[src/rtl/dma_cmd_pkg.sv]
package dma_cmd_pkg;

  localparam int WORD_W   = 64;
  localparam int CNT_W    = 4;
  localparam int LEN_W    = 16;
  localparam int SIZE_W   = 13;
  localparam int LADDR_W  = 36;
  localparam int KIND_W   = 2;
  localparam int ERR_W    = 4;
  localparam int GROUP    = WORD_W / LEN_W;
  localparam int SLOT_W   = $clog2(GROUP + 1);
  localparam int TOT_W    = CNT_W + 2;
  localparam int SUM_W    = LEN_W + CNT_W;

  // header field positions
  localparam int HDR_RSV_HI  = 63;
  localparam int HDR_LSB     = 50;
  localparam int HDR_W       = HDR_RSV_HI - HDR_LSB + 1;

  // local pointer field positions
  localparam int LOC_SIZE_LO = 40;
  localparam int LOC_RSV_LO  = 36;
  localparam int LOC_RSV_W   = LOC_SIZE_LO - LOC_RSV_LO;

  // error code bit positions
  localparam int ERR_RSV    = 0;
  localparam int ERR_BUDGET = 1;
  localparam int ERR_ZERO   = 2;
  localparam int ERR_SUM    = 3;

  typedef enum logic [KIND_W-1:0] {
    XFER_L2B = 2'd0,
    XFER_B2L = 2'd1,
    XFER_L2L = 2'd2,
    XFER_B2B = 2'd3
  } xfer_kind_e;

  typedef struct packed {
    logic              area;
    logic              comp;
    logic              last;
    logic [LEN_W-1:0]  len;
    logic [WORD_W-1:0] addr;
  } desc_t;

  function automatic logic [TOT_W-1:0] area_words(input logic [CNT_W-1:0] n,
                                                  input logic comp);
    logic [TOT_W-1:0] nn;
    nn = TOT_W'(n);
    return comp ? nn + ((nn + TOT_W'(3)) >> 2) : nn;
  endfunction

endpackage

[src/rtl/dma_hdr_decode.sv]
module dma_hdr_decode
  import dma_cmd_pkg::*;
#(
  parameter int WORD_BUDGET = 31
) (
  input  logic [HDR_W-1:0]  hdr,
  output logic [CNT_W-1:0]  n_first,
  output logic [CNT_W-1:0]  n_last,
  output logic              first_comp,
  output logic              last_comp,
  output logic              rsv_bad,
  output logic              budget_bad
);

  localparam int RSV_W  = HDR_W - KIND_W - 2 * CNT_W;
  localparam int KIND_LO = 2 * CNT_W;

  xfer_kind_e           kind;
  logic [TOT_W-1:0]     w_first;
  logic [TOT_W-1:0]     w_last;
  logic [TOT_W:0]       w_sum;

  always_comb begin
    kind       = xfer_kind_e'(hdr[KIND_LO +: KIND_W]);
    n_first    = hdr[CNT_W +: CNT_W];
    n_last     = hdr[0 +: CNT_W];
    rsv_bad    = |hdr[HDR_W-1 -: RSV_W];
    first_comp = (kind == XFER_B2B);
    last_comp  = (kind != XFER_L2L);
    w_first    = area_words(n_first, first_comp);
    w_last     = area_words(n_last, last_comp);
    w_sum      = {1'b0, w_first} + {1'b0, w_last};
    budget_bad = (w_sum > (TOT_W + 1)'(WORD_BUDGET));
  end

endmodule

[src/rtl/dma_len_unpack.sv]
module dma_len_unpack
  import dma_cmd_pkg::*;
(
  input  logic              clk,
  input  logic              rst_n,
  input  logic              load,
  input  logic [WORD_W-1:0] word,
  input  logic [SLOT_W-1:0] sel,
  output logic [LEN_W-1:0]  len
);

  localparam int IDX_W = $clog2(GROUP);

  logic [LEN_W-1:0] lens_q [GROUP];
  logic [LEN_W-1:0] lens_d [GROUP];
  logic [IDX_W-1:0] idx;

  for (genvar g = 0; g < GROUP; g++) begin : g_slice
    assign lens_d[g] = word[WORD_W-1-g*LEN_W -: LEN_W];

    always_ff @(posedge clk or negedge rst_n) begin
      if (!rst_n) begin
        lens_q[g] <= '0;
      end else if (load) begin
        lens_q[g] <= lens_d[g];
      end
    end
  end

  always_comb begin
    idx = IDX_W'(sel - SLOT_W'(1));
    len = lens_q[idx];
  end

endmodule

[src/rtl/dma_size_tally.sv]
module dma_size_tally
  import dma_cmd_pkg::*;
(
  input  logic             clk,
  input  logic             rst_n,
  input  logic             clr,
  input  logic             add_first,
  input  logic             add_last,
  input  logic [LEN_W-1:0] val,
  output logic             mismatch
);

  logic [SUM_W-1:0] first_q, first_d;
  logic [SUM_W-1:0] last_q,  last_d;
  logic [SUM_W-1:0] first_tot, last_tot;

  always_comb begin
    first_tot = first_q + (add_first ? SUM_W'(val) : '0);
    last_tot  = last_q  + (add_last  ? SUM_W'(val) : '0);
    mismatch  = (first_tot != last_tot);
    first_d   = clr ? '0 : first_tot;
    last_d    = clr ? '0 : last_tot;
  end

  always_ff @(posedge clk or negedge rst_n) begin
    if (!rst_n) begin
      first_q <= '0;
      last_q  <= '0;
    end else if (clr || add_first || add_last) begin
      first_q <= first_d;
      last_q  <= last_d;
    end
  end

endmodule

[src/rtl/dma_cmd_parser.sv]
module dma_cmd_parser
  import dma_cmd_pkg::*;
#(
  parameter int WORD_BUDGET = 31
) (
  input  logic              clk,
  input  logic              rst_n,
  input  logic              in_valid,
  output logic              in_ready,
  input  logic [WORD_W-1:0] in_data,
  output logic              out_valid,
  input  logic              out_ready,
  output logic              out_area,
  output logic              out_comp,
  output logic              out_last,
  output logic [LEN_W-1:0]  out_len,
  output logic [WORD_W-1:0] out_addr,
  output logic              cmd_done,
  output logic [ERR_W-1:0]  cmd_err
);

  typedef enum logic [1:0] {ST_HDR, ST_FIRST, ST_LAST} pstate_e;

  pstate_e           state_q, state_d;
  logic [CNT_W-1:0]  left_q, left_d;
  logic [SLOT_W-1:0] slot_q, slot_d;
  logic              fcomp_q, fcomp_d;
  logic              lcomp_q, lcomp_d;
  logic [CNT_W-1:0]  nlast_q, nlast_d;
  logic [ERR_W-1:0]  err_q, err_d;
  desc_t             desc_q, desc_d;
  logic              vld_q, vld_d;

  logic [CNT_W-1:0]  dec_nf, dec_nl;
  logic              dec_fcomp, dec_lcomp, dec_rsv, dec_budget;

  logic              accept;
  logic              in_area, cur_comp, is_len_word, is_ptr;
  logic              area_end, cmd_end, hdr_only;
  logic [SIZE_W-1:0] loc_size;
  logic [LOC_RSV_W-1:0] loc_rsv;
  logic [LEN_W-1:0]  grp_len, ptr_len;
  logic [WORD_W-1:0] ptr_addr;
  logic [ERR_W-1:0]  cur_flags;
  logic              sum_bad;

  dma_hdr_decode #(
    .WORD_BUDGET (WORD_BUDGET)
  ) u_hdr (
    .hdr        (in_data[HDR_RSV_HI:HDR_LSB]),
    .n_first    (dec_nf),
    .n_last     (dec_nl),
    .first_comp (dec_fcomp),
    .last_comp  (dec_lcomp),
    .rsv_bad    (dec_rsv),
    .budget_bad (dec_budget)
  );

  dma_len_unpack u_len (
    .clk   (clk),
    .rst_n (rst_n),
    .load  (accept && is_len_word),
    .word  (in_data),
    .sel   (slot_q),
    .len   (grp_len)
  );

  dma_size_tally u_tally (
    .clk       (clk),
    .rst_n     (rst_n),
    .clr       (accept && (state_q == ST_HDR)),
    .add_first (accept && is_ptr && (state_q == ST_FIRST)),
    .add_last  (accept && is_ptr && (state_q == ST_LAST)),
    .val       (ptr_len),
    .mismatch  (sum_bad)
  );

  // word classification and field extraction
  always_comb begin
    in_ready    = !vld_q || out_ready;
    accept      = in_valid && in_ready;
    in_area     = (state_q != ST_HDR);
    cur_comp    = (state_q == ST_FIRST) ? fcomp_q : lcomp_q;
    is_len_word = in_area && cur_comp && (slot_q == '0);
    is_ptr      = in_area && !is_len_word;
    loc_size    = in_data[LOC_SIZE_LO +: SIZE_W];
    loc_rsv     = in_data[LOC_RSV_LO +: LOC_RSV_W];
    ptr_len     = cur_comp ? grp_len : LEN_W'(loc_size);
    ptr_addr    = cur_comp ? in_data : WORD_W'(in_data[LADDR_W-1:0]);
    area_end    = is_ptr && (left_q == CNT_W'(1));
    cmd_end     = area_end && ((state_q == ST_LAST) || (nlast_q == '0));
    hdr_only    = !in_area && (dec_nf == '0) && (dec_nl == '0);

    cur_flags = '0;
    if (!in_area) begin
      cur_flags[ERR_RSV]    = dec_rsv;
      cur_flags[ERR_BUDGET] = dec_budget;
    end else if (is_ptr && !cur_comp) begin
      cur_flags[ERR_RSV]  = |loc_rsv;
      cur_flags[ERR_ZERO] = (loc_size == '0);
    end
  end

  // completion report on the accepting cycle
  always_comb begin
    cmd_done = accept && (hdr_only || cmd_end);
    cmd_err  = '0;
    if (cmd_done) begin
      cmd_err          = (in_area ? err_q : '0) | cur_flags;
      cmd_err[ERR_SUM] = in_area && sum_bad;
    end
  end

  // next state
  always_comb begin
    state_d = state_q;
    left_d  = left_q;
    slot_d  = slot_q;
    fcomp_d = fcomp_q;
    lcomp_d = lcomp_q;
    nlast_d = nlast_q;
    err_d   = err_q;
    desc_d  = desc_q;
    vld_d   = vld_q && !out_ready;

    if (accept) begin
      if (!in_area) begin
        err_d   = cur_flags;
        fcomp_d = dec_fcomp;
        lcomp_d = dec_lcomp;
        nlast_d = dec_nl;
        slot_d  = '0;
        if (dec_nf != '0) begin
          state_d = ST_FIRST;
          left_d  = dec_nf;
        end else if (dec_nl != '0) begin
          state_d = ST_LAST;
          left_d  = dec_nl;
        end
      end else begin
        err_d = err_q | cur_flags;
        if (is_len_word) begin
          slot_d = SLOT_W'(1);
        end else begin
          desc_d.area = (state_q == ST_LAST);
          desc_d.comp = cur_comp;
          desc_d.last = cmd_end;
          desc_d.len  = ptr_len;
          desc_d.addr = ptr_addr;
          vld_d       = 1'b1;
          left_d      = left_q - CNT_W'(1);
          if (!cur_comp || (slot_q == SLOT_W'(GROUP)) || area_end) begin
            slot_d = '0;
          end else begin
            slot_d = slot_q + SLOT_W'(1);
          end
          if (area_end) begin
            if ((state_q == ST_FIRST) && (nlast_q != '0)) begin
              state_d = ST_LAST;
              left_d  = nlast_q;
            end else begin
              state_d = ST_HDR;
            end
          end
        end
      end
    end
  end

  // registers
  always_ff @(posedge clk or negedge rst_n) begin
    if (!rst_n) begin
      state_q <= ST_HDR;
      left_q  <= '0;
      slot_q  <= '0;
      fcomp_q <= 1'b0;
      lcomp_q <= 1'b0;
      nlast_q <= '0;
      err_q   <= '0;
      desc_q  <= '0;
      vld_q   <= 1'b0;
    end else begin
      vld_q <= vld_d;
      if (accept) begin
        state_q <= state_d;
        left_q  <= left_d;
        slot_q  <= slot_d;
        fcomp_q <= fcomp_d;
        lcomp_q <= lcomp_d;
        nlast_q <= nlast_d;
        err_q   <= err_d;
        desc_q  <= desc_d;
      end
    end
  end

  always_comb begin
    out_valid = vld_q;
    out_area  = desc_q.area;
    out_comp  = desc_q.comp;
    out_last  = desc_q.last;
    out_len   = desc_q.len;
    out_addr  = desc_q.addr;
  end

  AST_STALL_BLOCKS: assert property (@(posedge clk) disable iff (!rst_n)
    (out_valid && !out_ready) |-> !in_ready) else $error("stall");

  AST_DESC_HELD: assert property (@(posedge clk) disable iff (!rst_n)
    (out_valid && !out_ready) |=> (out_valid && $stable(out_addr) && $stable(out_len)
                                   && $stable(out_last))) else $error("held");

  AST_DONE_TO_HDR: assert property (@(posedge clk) disable iff (!rst_n)
    cmd_done |=> (state_q == ST_HDR)) else $error("done");

  AST_LAST_IDLE: assert property (@(posedge clk) disable iff (!rst_n)
    (out_valid && out_last) |-> (state_q == ST_HDR)) else $error("last");

  AST_SLOT_RANGE: assert property (@(posedge clk) disable iff (!rst_n)
    slot_q <= SLOT_W'(GROUP)) else $error("slot");

  AST_LOCAL_SLOT: assert property (@(posedge clk) disable iff (!rst_n)
    (in_area && !cur_comp) |-> (slot_q == '0)) else $error("lslot");

endmodule

[config.mk]
export PLATFORM = sky130hd
export DESIGN_NAME = dma_cmd_parser
export DESIGN_NICKNAME = d
export VERILOG_FILES = /design/src/rtl/dma_cmd_pkg.sv /design/src/rtl/dma_hdr_decode.sv /design/src/rtl/dma_len_unpack.sv /design/src/rtl/dma_size_tally.sv /design/src/rtl/dma_cmd_parser.sv
export SDC_FILE = /design/constraint.sdc
export NUM_CORES = 1
export LEC_CHECK = 0
export ABC_CLOCK_PERIOD_IN_PS = 17800
export BUFFER_PORTS_ARGS = -buffer_cell sky130_fd_sc_hd__clkbuf_2
export CAP_MARGIN = 30
export CELL_PAD_IN_SITES_DETAIL_PLACEMENT = 1
export CELL_PAD_IN_SITES_GLOBAL_PLACEMENT = 1
export CORE_ASPECT_RATIO = 1.5
export CORE_MARGIN = 1
export CORE_UTILIZATION = 48
export DETAILED_ROUTE_END_ITERATION = 10
export MAX_ROUTING_LAYER = met4
export PLACE_DENSITY_LB_ADDON = 0.3
export SLEW_MARGIN = 20
export SYNTH_ARGS = -nofsm -noshare
export SYNTH_HDL_FRONTEND = slang
export SYNTH_SLANG_ARGS = --single-unit
[constraint.sdc]
create_clock -name clk -period 17.8 [get_ports clk]
set_input_delay 3.56 -clock clk [delete_from_list [all_inputs] [get_ports clk]]
set_output_delay 3.56 -clock clk [all_outputs]
set_load 0.01 [all_outputs]
==> impl_metrics.sql, run 1 <==
INSERT INTO impl_metrics (metric_group, metric, value, unit) VALUES
('critical_path', 'worst_ep_required_time', '14.24', 'ns'),
('clock_tree', 'post_cts.resized_instances', '0', ''),
('synth', 'synth-seq-cells', '206', ''),
('routing', 'remaining_drc_errors', '0', ''),
('critical_path', 'timing.critical_path.cells', 'clkbuf_2 -> nand2b_1 -> and2_1 -> nand2b_1 -> nor2_4 -> buf_4 -> nand3_1 -> nor2_1 -> ha_1 -> and4_1 -> and2_1 -> a221oi_2 -> a21bo_2 -> xnor2_1 -> xnor2_1 -> nor4_1 -> a31oi_1 -> clkbuf_2', ''),
('global_route', 'gr-total-overflow', '0', ''),
('synth', 'ys_dominant_reg_cell', 'dfrtp_1', ''),
('pwr', 'share_comb_of_total_power', '45.2', '%'),
('timing', 'final_clock_period_utilization_by_the_worst_path', '64.91', '%'),
('synth', 'post_synth.cell_area_avg', '9.442', 'µm²'),
('layout', 'drive_above_1_share', '22.99', '%'),
('timing', 'setup-tns-final', '0', 'ns'),
('global_route', 'grt_pass1_vias', '10970', ''),
('timing', 'timing.max_slew.rel_slack', '41.13', '%'),
('timing', 'fin_skew', '0.02880', 'ns'),
('critical_path', 'worstSetupEndpointType', 'output port', ''),
('critical_path', 'crit_path_top_delay_cell', 'buf_4', ''),
('critical_path', 'crit_path_start', 'out_ready', ''),
('min_path', 'hold_class', 'flip-flop to flip-flop', ''),
('synth', 'synth-async-reset-ratio', '100.0', '%'),
('critical_path', 'r2r_start', 'slot_q[0]', ''),
('routing', 'dr_wl_cell', '22.54', 'µm'),
('synth', 'synth_nets', '1334', ''),
('job', 'max_cap_violations', '0', ''),
('critical_path', 'timing.critical_path.arrival', '7.99', 'ns'),
('layout', 'leading_cell_type_in_the_layout_fill_and_taps_excluded', 'nand2_1', ''),
('global_route', 'grtUsageMet3', '4.114', '%'),
('floorplanning', 'die-area', '24540', 'µm²'),
('routing', 'firstDrtPassIters', '5', ''),
('global_route', 'grt.total_usage', '32.79', '%'),
('layout', 'filler_cell_count', '2663', ''),
('placed_design', 'place.detailed.hpwl', '26770', 'µm'),
('clock_tree', 'number_of_buffers_created_by_cts', '22', ''),
('pwr', 'cellPowerDensity', '181.3', 'nW/µm²'),
('layout', 'layout_common_cells', 'nand2_1, dfrtp_1, clkbuf_2', ''),
('layout', 'design.final.nets', '1461', ''),
('timing', 'worst_slew_pin_slew', '0.8584', 'ns'),
('critical_path', 'maximum_net_fanout_on_the_critical_path', '69', ''),
('timing', 'whs', '0.4730', 'ns'),
('critical_path', 'critPathCapture', 'cmd_err[3]', ''),
('clock_tree', 'maximum_buffer_depth_of_the_clock_tree', '3', ''),
('timing', 'rsz0062_at_grt', 'no', ''),
('clock_tree', 'cts_tree', 'built', ''),
('clock_tree', 'post_cts.repair.setup_buffers', '0', ''),
('routing', 'drt_first_iter_violations', '503', ''),
('layout', 'area.growth.synth_to_final', '15.97', '%'),
('timing', 'finalWorstPathRequiredPeriod', '11.55', 'ns'),
('critical_path', 'timing.critical_path.from_type', 'input pin', ''),
('run_status', 'status', 'complete, no violations', ''),
('pwr', 'net-switching-power', '1030', 'µW'),
('timing', 'count_of_pins_over_their_slew_limit', '0', ''),
('critical_path', 'r2r_setup_slack', '12.45', 'ns'),
('placed_design', 'finalWeightedCongestion', '0.9232', ''),
('placed_design', 'io_buffers', '157', ''),
('routing', 'drtAntennaViolNets', '0', ''),
('global_route', 'grt_start_max_net_pins', '87', ''),
('floorplanning', 'row_count', '68', ''),
('clock_tree', 'clk_root_buffer_cell', 'clkbuf_16', ''),
('clock_tree', 'clock_insertion_delay_worst_skew', '0.54', 'ns'),
('routing', 'finalWirelength', '37690', 'µm'),
('timing', 'report.final.setup_viol', '0', ''),
('layout', 'num_antenna_cells', '0', ''),
('synth', 'synth-edff-count', '0', ''),
('pwr', 'max-vdd-ir-drop', '0.1238', 'mV'),
('timing', 'max_clock_freq', '86.54', 'MHz'),
('pwr', 'seq_power_share', '34.5', '%'),
('synth', 'syn_inst', '1215', ''),
('synth', 'ys_types', '70', ''),
('critical_path', 'cp.depth', '18', ''),
('critical_path', 'timing.rr.end', 'u_tally.last_q[18]', ''),
('synth', 'netlist_area', '11470', 'µm²');
[cell usage after synthesis (3+ instances only)]
master     count  area share, %
inv_1         28           0.92
nand3_1       81            3.5
nand2_1      269            8.8
nor2b_1        5           0.27
nor4_1         9           0.49
buf_2          5           0.22
fa_1           4           0.70
a211oi_1       7           0.46
mux4_2        16            3.1
or3_1          3           0.16
o311a_1        3           0.26
or2_2          4           0.22
o31ai_1        9           0.59
o22ai_1        4           0.22
xnor2_1       28            2.1
o21ai_0       66            2.9
and4_1         3           0.23
and2_1         9           0.49
clkbuf_1      52            1.7
dfrtp_1      206             45
xor2_1        18            1.4
o2111ai_1      3           0.23
o21a_1         5           0.33
a211o_1        3           0.23
nor3_1        17           0.74
mux2i_1       14            1.2
buf_1          6           0.20
or4_1          3           0.20
a21oi_2        3           0.23
a311oi_1       3           0.23
a31oi_1       10           0.55
mux2_2        66            6.5
nand2b_1      10           0.55
ha_1          47            5.1
nor2_1        77            2.5
o21bai_1       3           0.20
a21o_1        16            1.0
a21oi_1       50            2.2
nand4_1        6           0.33
and3_1         8           0.44
[metal layers]
| layer | vias up | wire length [µm] |
|---|---|---|
| met5 | - | 0 |
| met4 | 0 | 2807 |
| met3 | 158 | 1511 |
| met2 | 320 | 19820 |
| met1 | 4993 | 13550 |
| li1 | 4480 | - |
[worst min path at each step]
stage | startpoint | end | slack [ns] | cells after the start
finish | out_addr[57] | out_addr[57] | 0.47 | 2
detailed placement | out_addr[45] | out_addr[45] | 0.46 | 2
global placement | out_addr[48] | out_addr[48] | 0.45 | 2
CTS | out_addr[57] | out_addr[57] | 0.48 | 2
global route | out_addr[49] | out_addr[49] | 0.50 | 2
floorplan | u_len.lens_q[51] | u_len.lens_q[51] | 0.44 | 2
[cell type report]
| type | count | area [µm²] | area share, % |
|---|---|---|---|
| clock buffers | 26 | 595.6 | 4.477 |
| clock inverters | 13 | 171.4 | 1.288 |
| inverters | 28 | 105.1 | 0.7900 |
| multi-input cells | 918 | 6001 | 45.10 |
| flip-flops and latches | 206 | 5155 | 38.75 |
| well taps | 315 | 394.1 | 2.962 |
| repair buffers | 166 | 882.1 | 6.630 |
[power groups by stage]
| stage | Combinational, µW | Sequential, µW | Clock, µW |
|---|---|---|---|
| 2_1_floorplan | 680 | 811 | 0 |
| 3_3_place_gp | 1020 | 808 | 0 |
| 4_1_cts | 1090 | 826 | 497 |
| 5_1_grt | 1190 | 846 | 511 |
| 6_report | 1090 | 831 | 489 |
| 3_5_place_dp | 1070 | 823 | 0 |
[flip-flops by register name, indices dropped and copies added (netlist names)]
register / count
err_q: 3
fcomp_q: 1
lcomp_q: 1
left_q: 4
nlast_q: 4
out_addr: 64
out_area: 1
out_comp: 1
out_last: 1
out_len: 16
out_valid: 1
slot_q: 3
state_q: 2
u_len.lens_q: 64
u_tally.first_q: 20
u_tally.last_q: 20
[stage by stage]
step	power (µW)	instance area, µm²	util, %	std cells	setup slack [ns]
floorplan	1491	11470	-	1215	7.351
global placement	1828	12510	53.86	1632	6.314
detailed placement	1894	12540	53.98	1633	6.332
CTS	2416	13300	57.28	1672	6.268
global route	2545	13300	57.28	1672	5.866
finish	2411	13300	57.28	1672	6.245
[logic make-up (layout without fill, tap and decap cells)]
family,Yosys count,count (layout),share of synthesized area (%)
buf+inv,91,233,3.032
compound gates,211,211,12.04
fa+ha+maj,51,51,5.824
simple gates,514,514,19.82
flops,206,206,44.93
mux,96,96,10.84
xor+xnor,46,46,3.512
[worst reg2reg max path: cells and delay by family (launching register included)]
| family | cells | cell delay (ns) |
|---|---|---|
| muxes | 2 | 1.02 |
| buffers and inverters | 2 | 0.50 |
| and+or+nand+nor | 3 | 0.59 |
| AOI/OAI and AO/OA | 7 | 1.33 |
| DFF | 1 | 0.33 |
| adders and majority gates | 3 | 1.52 |
Note: power is estimated with default switching activity, not from simulation.
==> run 2: changes to the inputs <==
--- a/config.mk
+++ b/config.mk
@@ -5,14 +5,15 @@
 export SDC_FILE = /design/constraint.sdc
 export NUM_CORES = 1
 export LEC_CHECK = 0
-export ABC_CLOCK_PERIOD_IN_PS = 17800
+export ABC_AREA = 1
+export ABC_CLOCK_PERIOD_IN_PS = 11300
 export BUFFER_PORTS_ARGS = -buffer_cell sky130_fd_sc_hd__clkbuf_2
 export CAP_MARGIN = 30
 export CELL_PAD_IN_SITES_DETAIL_PLACEMENT = 1
 export CELL_PAD_IN_SITES_GLOBAL_PLACEMENT = 1
 export CORE_ASPECT_RATIO = 1.5
 export CORE_MARGIN = 1
-export CORE_UTILIZATION = 48
+export CORE_UTILIZATION = 43
 export DETAILED_ROUTE_END_ITERATION = 10
 export MAX_ROUTING_LAYER = met4
 export PLACE_DENSITY_LB_ADDON = 0.3
==> constraint.sdc (replaced) <==
create_clock -name clk -period 11.3 [get_ports clk]
set_input_delay 2.26 -clock clk [delete_from_list [all_inputs] [get_ports clk]]
set_output_delay 2.26 -clock clk [all_outputs]
set_load 0.01 [all_outputs]
==> run 2 against run 1 <==
Final cell count is 31% higher. First-iteration DRC count is 9.3% lower. Combinational power is 85% higher. Global-route usage is 1.5 points lower. Core utilization is 6.5 points lower. Die area is 20% higher. Register-to-register slack worse by 6.0 ns. Non-clock buffer count is 5 higher.
==> impl_metrics.sql, run 2 <==
INSERT INTO impl_metrics (metric_group, metric, value, unit) VALUES
('clock_tree', 'cts_tree', 'built', ''),
('clock_tree', 'clk_root_buffer_cell', 'clkbuf_16', ''),
('timing', 'rsz0062_at_grt', 'no', ''),
('critical_path', 'crit_path_top_delay_cell', 'o21ai_0', ''),
('floorplanning', 'initial_core_util', '44.00', '%'),
('critical_path', 'timing.rr.end', 'u_tally.first_q[13]', ''),
('clock_tree', 'cts_sinks', '206', ''),
('timing', 'fin_skew', '0.02298', 'ns'),
('critical_path', 'r2r_setup_slack', '6.49', 'ns'),
('floorplanning', 'die-area', '29400', 'µm²'),
('critical_path', 'timing.critical_path.arrival', '6.98', 'ns'),
('clock_tree', 'post_cts.resized_instances', '0', ''),
('floorplanning', 'fp.coreArea', '28060', 'µm²'),
('critical_path', 'timing.critical_path.from_type', 'input pin', ''),
('critical_path', 'r2r_start', 'state_q[1]', ''),
('synth', 'syn_inst', '1687', ''),
('timing', 'setup-tns-final', '0', 'ns'),
('critical_path', 'crit_path_start', 'out_ready', ''),
('clock_tree', 'maximum_buffer_depth_of_the_clock_tree', '3', ''),
('clock_tree', 'htree_levels', '1', ''),
('timing', 'max_clock_freq', '108.2', 'MHz'),
('layout', 'area.growth.synth_to_final', '15.31', '%'),
('pwr', 'net-switching-power', '1900', 'µW'),
('layout', 'layout_common_cells', 'nand2_1, dfrtp_1, inv_1', ''),
('floorplanning', 'die_h', '209.5', 'µm'),
('floorplanning', 'chipWidth', '140.3', 'µm'),
('pwr', 'p_clk_share', '19.7', '%'),
('routing', 'detailroute.via_count', '12060', ''),
('layout', 'leading_cell_type_in_the_layout_fill_and_taps_excluded', 'nand2_1', ''),
('layout', 'num_antenna_cells', '0', ''),
('synth', 'ys_types', '52', ''),
('placed_design', 'place.detailed.hpwl', '33070', 'µm'),
('critical_path', 'maximum_net_fanout_on_the_critical_path', '72', ''),
('layout', 'filler_cell_count', '3655', ''),
('clock_tree', 'clock_insertion_delay_worst_skew', '0.53', 'ns'),
('min_path', 'hold_end', 'out_comp', ''),
('layout', 'register_area', '5155', 'µm²'),
('pwr', 'share_comb_of_total_power', '49.1', '%'),
('synth', 'synth_common_cells', 'nand2_1, dfrtp_1, inv_1', ''),
('critical_path', 'timing.reg2reg.worst_path_depth', '17', ''),
('clock_tree', 'clk_transition_reported_paths', '0.06', 'ns'),
('pwr', 'max-vdd-ir-drop', '0.1404', 'mV'),
('synth', 'ys_dominant_reg_cell', 'dfrtp_1', ''),
('routing', 'drtAntennaViolNets', '0', ''),
('placed_design', 'placed_cell_area', '13340', 'µm²'),
('synth', 'synth-edff-count', '0', ''),
('timing', 'hold_violations', '0', ''),
('layout', 'finish.utilization', '50.73', '%'),
('timing', 'worst_slew_pin_slew', '1.034', 'ns'),
('synth', 'synth-async-reset-ratio', '100.0', '%'),
('synth', 'post_synth.cell_area_avg', '7.317', 'µm²'),
('critical_path', 'critical_path.n_buffers_inverters', '8', ''),
('synth', 'synth_area_leader_cell', 'dfrtp_1', ''),
('pwr', 'total_leakage_power', '0.007480', 'µW'),
('critical_path', 'timing.critical_path.mode_cell', 'nand2_1', ''),
('layout', 'drive_above_1_share', '14.31', '%'),
('timing', 'final_clock_period_utilization_by_the_worst_path', '81.80', '%'),
('synth', 'yosys.area.top_type_share', '41.76', '%'),
('min_path', 'hold_class', 'flip-flop to flip-flop', ''),
('routing', 'remaining_drc_errors', '0', ''),
('floorplanning', 'row_count', '75', ''),
('synth', 'netlist_top_cells_area', 'dfrtp_1, nand2_1, o21ai_0', ''),
('timing', 'report.final.setup_viol', '0', ''),
('critical_path', 'path_class', 'input pin to output port', ''),
('job', 'max_cap_violations', '0', ''),
('floorplanning', 'io_pins', '158', ''),
('critical_path', 'crit_family', 'simple AND/OR/NAND/NOR gates', ''),
('timing', 'postLayoutSetupSlackWorst', '2.057', 'ns'),
('routing', 'drt-vias-per-instance', '5.524', ''),
('min_path', 'hold_start', 'out_comp', ''),
('layout', 'instances_no_fill', '2184', ''),
('pwr', 'seq_power_share', '31.2', '%'),
('run_status', 'status', 'complete, no violations', ''),
('min_path', 'holdPathStages', '2', ''),
('clock_tree', 'postCtsHoldBufs', '0', ''),
('critical_path', 'worst_ep_required_time', '9.04', 'ns'),
('global_route', 'grt.total_usage', '31.26', '%'),
('routing', 'finalWirelength', '43770', 'µm'),
('routing', 'firstDrtPassIters', '5', ''),
('synth', 'netlist_area', '12340', 'µm²'),
('timing', 'count_of_pins_over_their_slew_limit', '0', ''),
('synth', 'yosysWarningCount', '0', ''),
('clock_tree', 'post_cts.repair.setup_buffers', '0', ''),
('pwr', 'switching_share', '46.11', '%'),
('synth', 'synth_nets', '1806', ''),
('routing', 'dr_wl_cell', '20.04', 'µm'),
('clock_tree', 'number_of_buffers_created_by_cts', '23', ''),
('synth', 'synth-seq-cells', '206', ''),
('timing', 'timing.max_slew.rel_slack', '30.33', '%'),
('synth', 'most_numerous_cell_in_the_yosys_netlist', 'nand2_1', ''),
('layout', 'finished_layout_cell_area', '14230', 'µm²'),
('placed_design', 'io_buffers', '157', ''),
('synth', 'ys_seq_area_share', '41.76', '%'),
('placed_design', 'placed_cells', '2140', ''),
('timing', 'finalWorstPathRequiredPeriod', '9.243', 'ns'),
('global_route', 'grt_first_pass_wirelength', '69060', 'µm'),
('layout', 'design.final.nets', '1942', ''),
('global_route', 'grt_pass1_vias', '12820', ''),
('global_route', 'gr-total-overflow', '0', ''),
('layout', 'multi_input_area', '6178', 'µm²'),
('placed_design', 'finalWeightedCongestion', '0.9403', ''),
('critical_path', 'worst_path_largest_cell_delay', '0.40', 'ns'),
('routing', 'drt_first_iter_violations', '456', ''),
('placed_design', 'pre_cts_slack', '2.113', 'ns'),
('critical_path', 'worstSetupEndpointType', 'output port', ''),
('global_route', 'grt_start_max_net_pins', '104', ''),
('pwr', 'cellPowerDensity', '289.5', 'nW/µm²'),
('pwr', 'intPower', '2220', 'µW'),
('global_route', 'antenna_violations_before_repair', '0', '');
run 2: cell types whose count changed in the layout (fill, tap and decap cells not counted), moves of 23 or more:
cell,change
nand2_1,+315
inv_1,+145
o21ai_0,+65
nor2_1,+50
mux2_2,-43
nand3_1,+35
o21ai_1,+30
a21oi_1,+24
xnor2_1,-23
run 2: area by class of cell:
class                           count  area share (%)
Inverter                          182           4.835
Sequential cell                   206           36.22
Timing Repair Buffer              171           6.883
Clock inverter                     12           1.301
Multi-Input combinational cell   1239           43.41
Clock buffer                       28           4.316
Tap cell                          346           3.041
run 2: worst reg2reg max path, cell delays in order, from the launching register on:
cell and delay (ns):
dfrtp_1 0.41, inv_2 0.09, nand2_1 0.27, buf_8 0.27, o21ai_4 0.40, inv_1 0.54, o21ai_0 0.98, nor2_1 0.19
ha_1 0.46, nand2_1 0.10, inv_1 0.09, nand2_1 0.11, nor3_1 0.14, nand2_1 0.12, nand2_1 0.11, nand2_1 0.05
nand2_1 0.20, o21ai_1 0.11
run 2: cells by family (layout without fill, tap and decap cells):
family	count (synthesis)	after routing	synth area share, %
xor+xnor	13	13	0.9224
flops	206	206	41.76
buf+inv	242	393	8.230
fa+ha+maj	51	51	5.413
compound gates	280	280	12.68
mux	25	25	2.281
simple gates	870	870	28.71
run 2: how the worst max path moves through the flow:
stage          slack (ns)         end  cells after the start
3_5_place_dp         2.11  cmd_err[3]                     30
6_report             2.06  cmd_err[3]                     30
5_1_grt              1.68  cmd_err[3]                     30
3_3_place_gp         1.96  cmd_err[3]                     30
4_1_cts              2.09  cmd_err[3]                     30
2_1_floorplan        4.02  cmd_err[3]                     28
run 2: power groups by stage:
stage | registers [µW] | clock network, µW | logic (µW)
after floorplan | 1290 | 0 | 1270
after global placement | 1270 | 0 | 1920
after detailed placement | 1290 | 0 | 1990
after CTS | 1280 | 827 | 2010
after global routing | 1320 | 851 | 2240
final | 1290 | 811 | 2020
run 2: metrics by stage:
stage | total power [µW] | hold WS [ns]
after global routing | 4407 | 0.4963
after CTS | 4124 | 0.4726
after global placement | 3193 | 0.4536
after detailed placement | 3288 | 0.4573
after floorplan | 2553 | 0.4505
final | 4121 | 0.4688
run 2: per-layer routing:
metal  global-route usage (%)  wire [µm]  up-vias
met4                    18.11       2697        0
met2                    57.91      23490      303
met1                    31.74      15940     5942
met5                        -          0        -
met3                    3.171       1632      118
li1                         -          -     5701
==> run 3: changes to the inputs <==
--- a/config.mk
+++ b/config.mk
@@ -6,7 +6,7 @@
 export NUM_CORES = 1
 export LEC_CHECK = 0
 export ABC_AREA = 1
-export ABC_CLOCK_PERIOD_IN_PS = 11300
+export ABC_CLOCK_PERIOD_IN_PS = 9100
 export BUFFER_PORTS_ARGS = -buffer_cell sky130_fd_sc_hd__clkbuf_2
 export CAP_MARGIN = 30
 export CELL_PAD_IN_SITES_DETAIL_PLACEMENT = 1
==> constraint.sdc (replaced) <==
create_clock -name clk -period 9.1 [get_ports clk]
set_input_delay 1.82 -clock clk [delete_from_list [all_inputs] [get_ports clk]]
set_output_delay 1.82 -clock clk [all_outputs]
set_load 0.01 [all_outputs]
==> run 3 against run 2 <==
Clock power grew 15%. Sequential cell count unchanged. Combinational power rose by 23%. Via count decreased by 1.4%. Sequential share of layout area grew 0.20 points. Hold slack lost 0.00099 ns. Non-clock buffer count fell by 2. Total power is 21% higher. Critical path depth is 3 lower. Design area shrank 0.56%. Worst setup slack lost 1.1 ns.
==> impl_metrics.sql, run 3 (synthesis gave the netlist of run 2 again) <==
INSERT INTO impl_metrics (metric_group, metric, value, unit) VALUES
('pwr', 'cellPowerDensity', '353.6', 'nW/µm²'),
('critical_path', 'path_class', 'flip-flop to output port', ''),
('layout', 'num_antenna_cells', '0', ''),
('timing', 'max_clock_freq', '122.9', 'MHz'),
('critical_path', 'timing.reg2reg.worst_path_depth', '21', ''),
('critical_path', 'critPathCapture', 'cmd_err[3]', ''),
('layout', 'drive_above_1_share', '14.26', '%'),
('critical_path', 'timing.critical_path.arrival', '6.32', 'ns'),
('critical_path', 'r2r_setup_slack', '4.03', 'ns'),
('routing', 'dr_wl_cell', '19.70', 'µm'),
('layout', 'leading_cell_type_in_the_layout_fill_and_taps_excluded', 'nand2_1', ''),
('routing', 'remaining_drc_errors', '0', ''),
('routing', 'drtAntennaViolNets', '0', ''),
('critical_path', 'worst_ep_required_time', '7.28', 'ns'),
('clock_tree', 'htree_levels', '1', ''),
('timing', 'final_clock_period_utilization_by_the_worst_path', '89.41', '%'),
('placed_design', 'io_buffers', '157', ''),
('routing', 'firstDrtPassIters', '5', ''),
('critical_path', 'maximum_net_fanout_on_the_critical_path', '22', ''),
('floorplanning', 'die-area', '29400', 'µm²'),
('global_route', 'global_route.peak_usage_layer', 'met2', ''),
('clock_tree', 'cts_sinks', '206', ''),
('floorplanning', 'row_count', '75', ''),
('global_route', 'antenna_violations_before_repair', '0', ''),
('min_path', 'hold_class', 'flip-flop to flip-flop', ''),
('clock_tree', 'clock_insertion_delay_worst_skew', '0.53', 'ns'),
('layout', 'design.final.nets', '1940', ''),
('floorplanning', 'initial_core_util', '44.00', '%'),
('clock_tree', 'post_cts.repair.setup_buffers', '0', ''),
('global_route', 'global_route.usage.met2', '55.03', '%'),
('global_route', 'grt_first_pass_wirelength', '68620', 'µm'),
('placed_design', 'finalWeightedCongestion', '0.9357', ''),
('routing', 'finalWirelength', '43010', 'µm'),
('routing', 'detailroute.via_count', '11890', ''),
('global_route', 'grt_pass1_vias', '12920', ''),
('clock_tree', 'clk_root_buffer_cell', 'clkbuf_16', ''),
('floorplanning', 'chipWidth', '140.3', 'µm'),
('critical_path', 'timing.rr.end', 'u_tally.last_q[18]', ''),
('timing', 'rsz0062_at_grt', 'no', ''),
('clock_tree', 'number_of_buffers_created_by_cts', '23', ''),
('timing', 'report.final.setup_viol', '0', ''),
('min_path', 'holdPathStages', '2', ''),
('floorplanning', 'die_h', '209.5', 'µm'),
('critical_path', 'timing.critical_path.from_type', 'flip-flop', ''),
('global_route', 'grtUsageMet3', '3.582', '%'),
('timing', 'timing.max_slew.rel_slack', '38.65', '%'),
('critical_path', 'crit_path_start', 'slot_q[0]', ''),
('layout', 'layout_common_cells', 'nand2_1, dfrtp_1, inv_1', ''),
('routing', 'drt_first_iter_violations', '561', ''),
('timing', 'hold_violations', '0', ''),
('run_status', 'status', 'complete, no violations', ''),
('global_route', 'gr-total-overflow', '0', ''),
('timing', 'count_of_pins_over_their_slew_limit', '0', ''),
('pwr', 'max-vdd-ir-drop', '0.1383', 'mV'),
('layout', 'finish.utilization', '50.44', '%'),
('floorplanning', 'fp.coreArea', '28060', 'µm²'),
('layout', 'area.growth.synth_to_final', '14.66', '%'),
('timing', 'fin_skew', '0.01303', 'ns'),
('global_route', 'grt_start_max_net_pins', '104', ''),
('clock_tree', 'post_cts.resized_instances', '0', ''),
('critical_path', 'r2r_start', 'slot_q[0]', ''),
('clock_tree', 'postCtsHoldBufs', '0', ''),
('timing', 'finalWorstPathRequiredPeriod', '8.136', 'ns'),
('global_route', 'grtUsageMet1', '32.24', '%'),
('clock_tree', 'cts_tree', 'built', ''),
('critical_path', 'worstSetupEndpointType', 'output port', ''),
('pwr', 'fin_total_pwr', '5004', 'µW'),
('timing', 'setup-tns-final', '0', 'ns'),
('timing', 'worst_slew_pin_slew', '0.9169', 'ns'),
('global_route', 'grt.total_usage', '30.95', '%'),
('routing', 'drt-vias-per-instance', '5.448', ''),
('placed_design', 'place.detailed.hpwl', '32700', 'µm'),
('pwr', 'total_leakage_power', '0.007434', 'µW'),
('floorplanning', 'io_pins', '158', ''),
('clock_tree', 'maximum_buffer_depth_of_the_clock_tree', '3', ''),
('job', 'max_cap_violations', '0', ''),
('clock_tree', 'clk_transition_reported_paths', '0.07', 'ns');
## run 3: power breakdown
part / switching (µW) / internal, µW
clock: 406 / 528
combinational: 1660 / 821
sequential: 254 / 1330
total: 2320 / 2680
## run 3: through the flow
stage | cell area (µm²) | cells | worst slack [ns] | hold slack, ns
5_1_grt | 14150 | 2183 | 0.5768 | 0.4888
4_1_cts | 14070 | 2179 | 0.9209 | 0.4724
6_report | 14150 | 2183 | 0.9640 | 0.4678
2_1_floorplan | 12340 | 1687 | 2.698 | 0.4505
3_3_place_gp | 13300 | 2137 | 1.234 | 0.4543
3_5_place_dp | 13330 | 2138 | 0.9924 | 0.4575
## run 3: layer usage
layer  vias up  routed length (µm)
met5         -                   0
met1      5796               16110
li1       5687                   -
met2       272               22400
met4         0                2831
met3       137                1673
## run 3: critical path: stages (launching register included)
cell and delay (ns):
dfrtp_1 0.37, inv_1 0.53, ha_1 0.71, buf_4 0.32
a21oi_1 0.05, o21ai_0 0.19, o21ai_0 0.34, o21ai_0 0.40
nor2_1 0.09, ha_1 0.29, fa_1 0.49, nand2_1 0.10
nand2_1 0.05, nand3_1 0.10, nand2_1 0.17, nand2_1 0.14
nand2_1 0.10, nand2_1 0.11, nand2_1 0.09, nand2_1 0.09
nand2_1 0.09, nand2_1 0.08, nand2_1 0.05, nor2_1 0.15
nand2_1 0.09, nor2_1 0.37, nor2_1 0.07, clkbuf_2 0.14
## run 3: area by class of cell
type                            instances  area (µm²)
Clock buffer                           30       641.9
Clock inverter                         11       97.59
Fill cell                            3631       13900
Inverter                              182       688.2
Multi-Input combinational cell       1239        6178
Sequential cell                       206        5155
Tap cell                              346       432.9
Timing Repair Buffer                  169       959.7
## run 3: how the worst min path moves through the flow
stage                start          end  slack, ns
2_1_floorplan     err_q[1]     err_q[1]       0.45
3_3_place_gp   out_addr[7]  out_addr[7]       0.45
3_5_place_dp   out_addr[6]  out_addr[6]       0.46
4_1_cts        out_addr[6]  out_addr[6]       0.47
5_1_grt        out_addr[0]  out_addr[0]       0.49
6_report       out_addr[6]  out_addr[6]       0.47
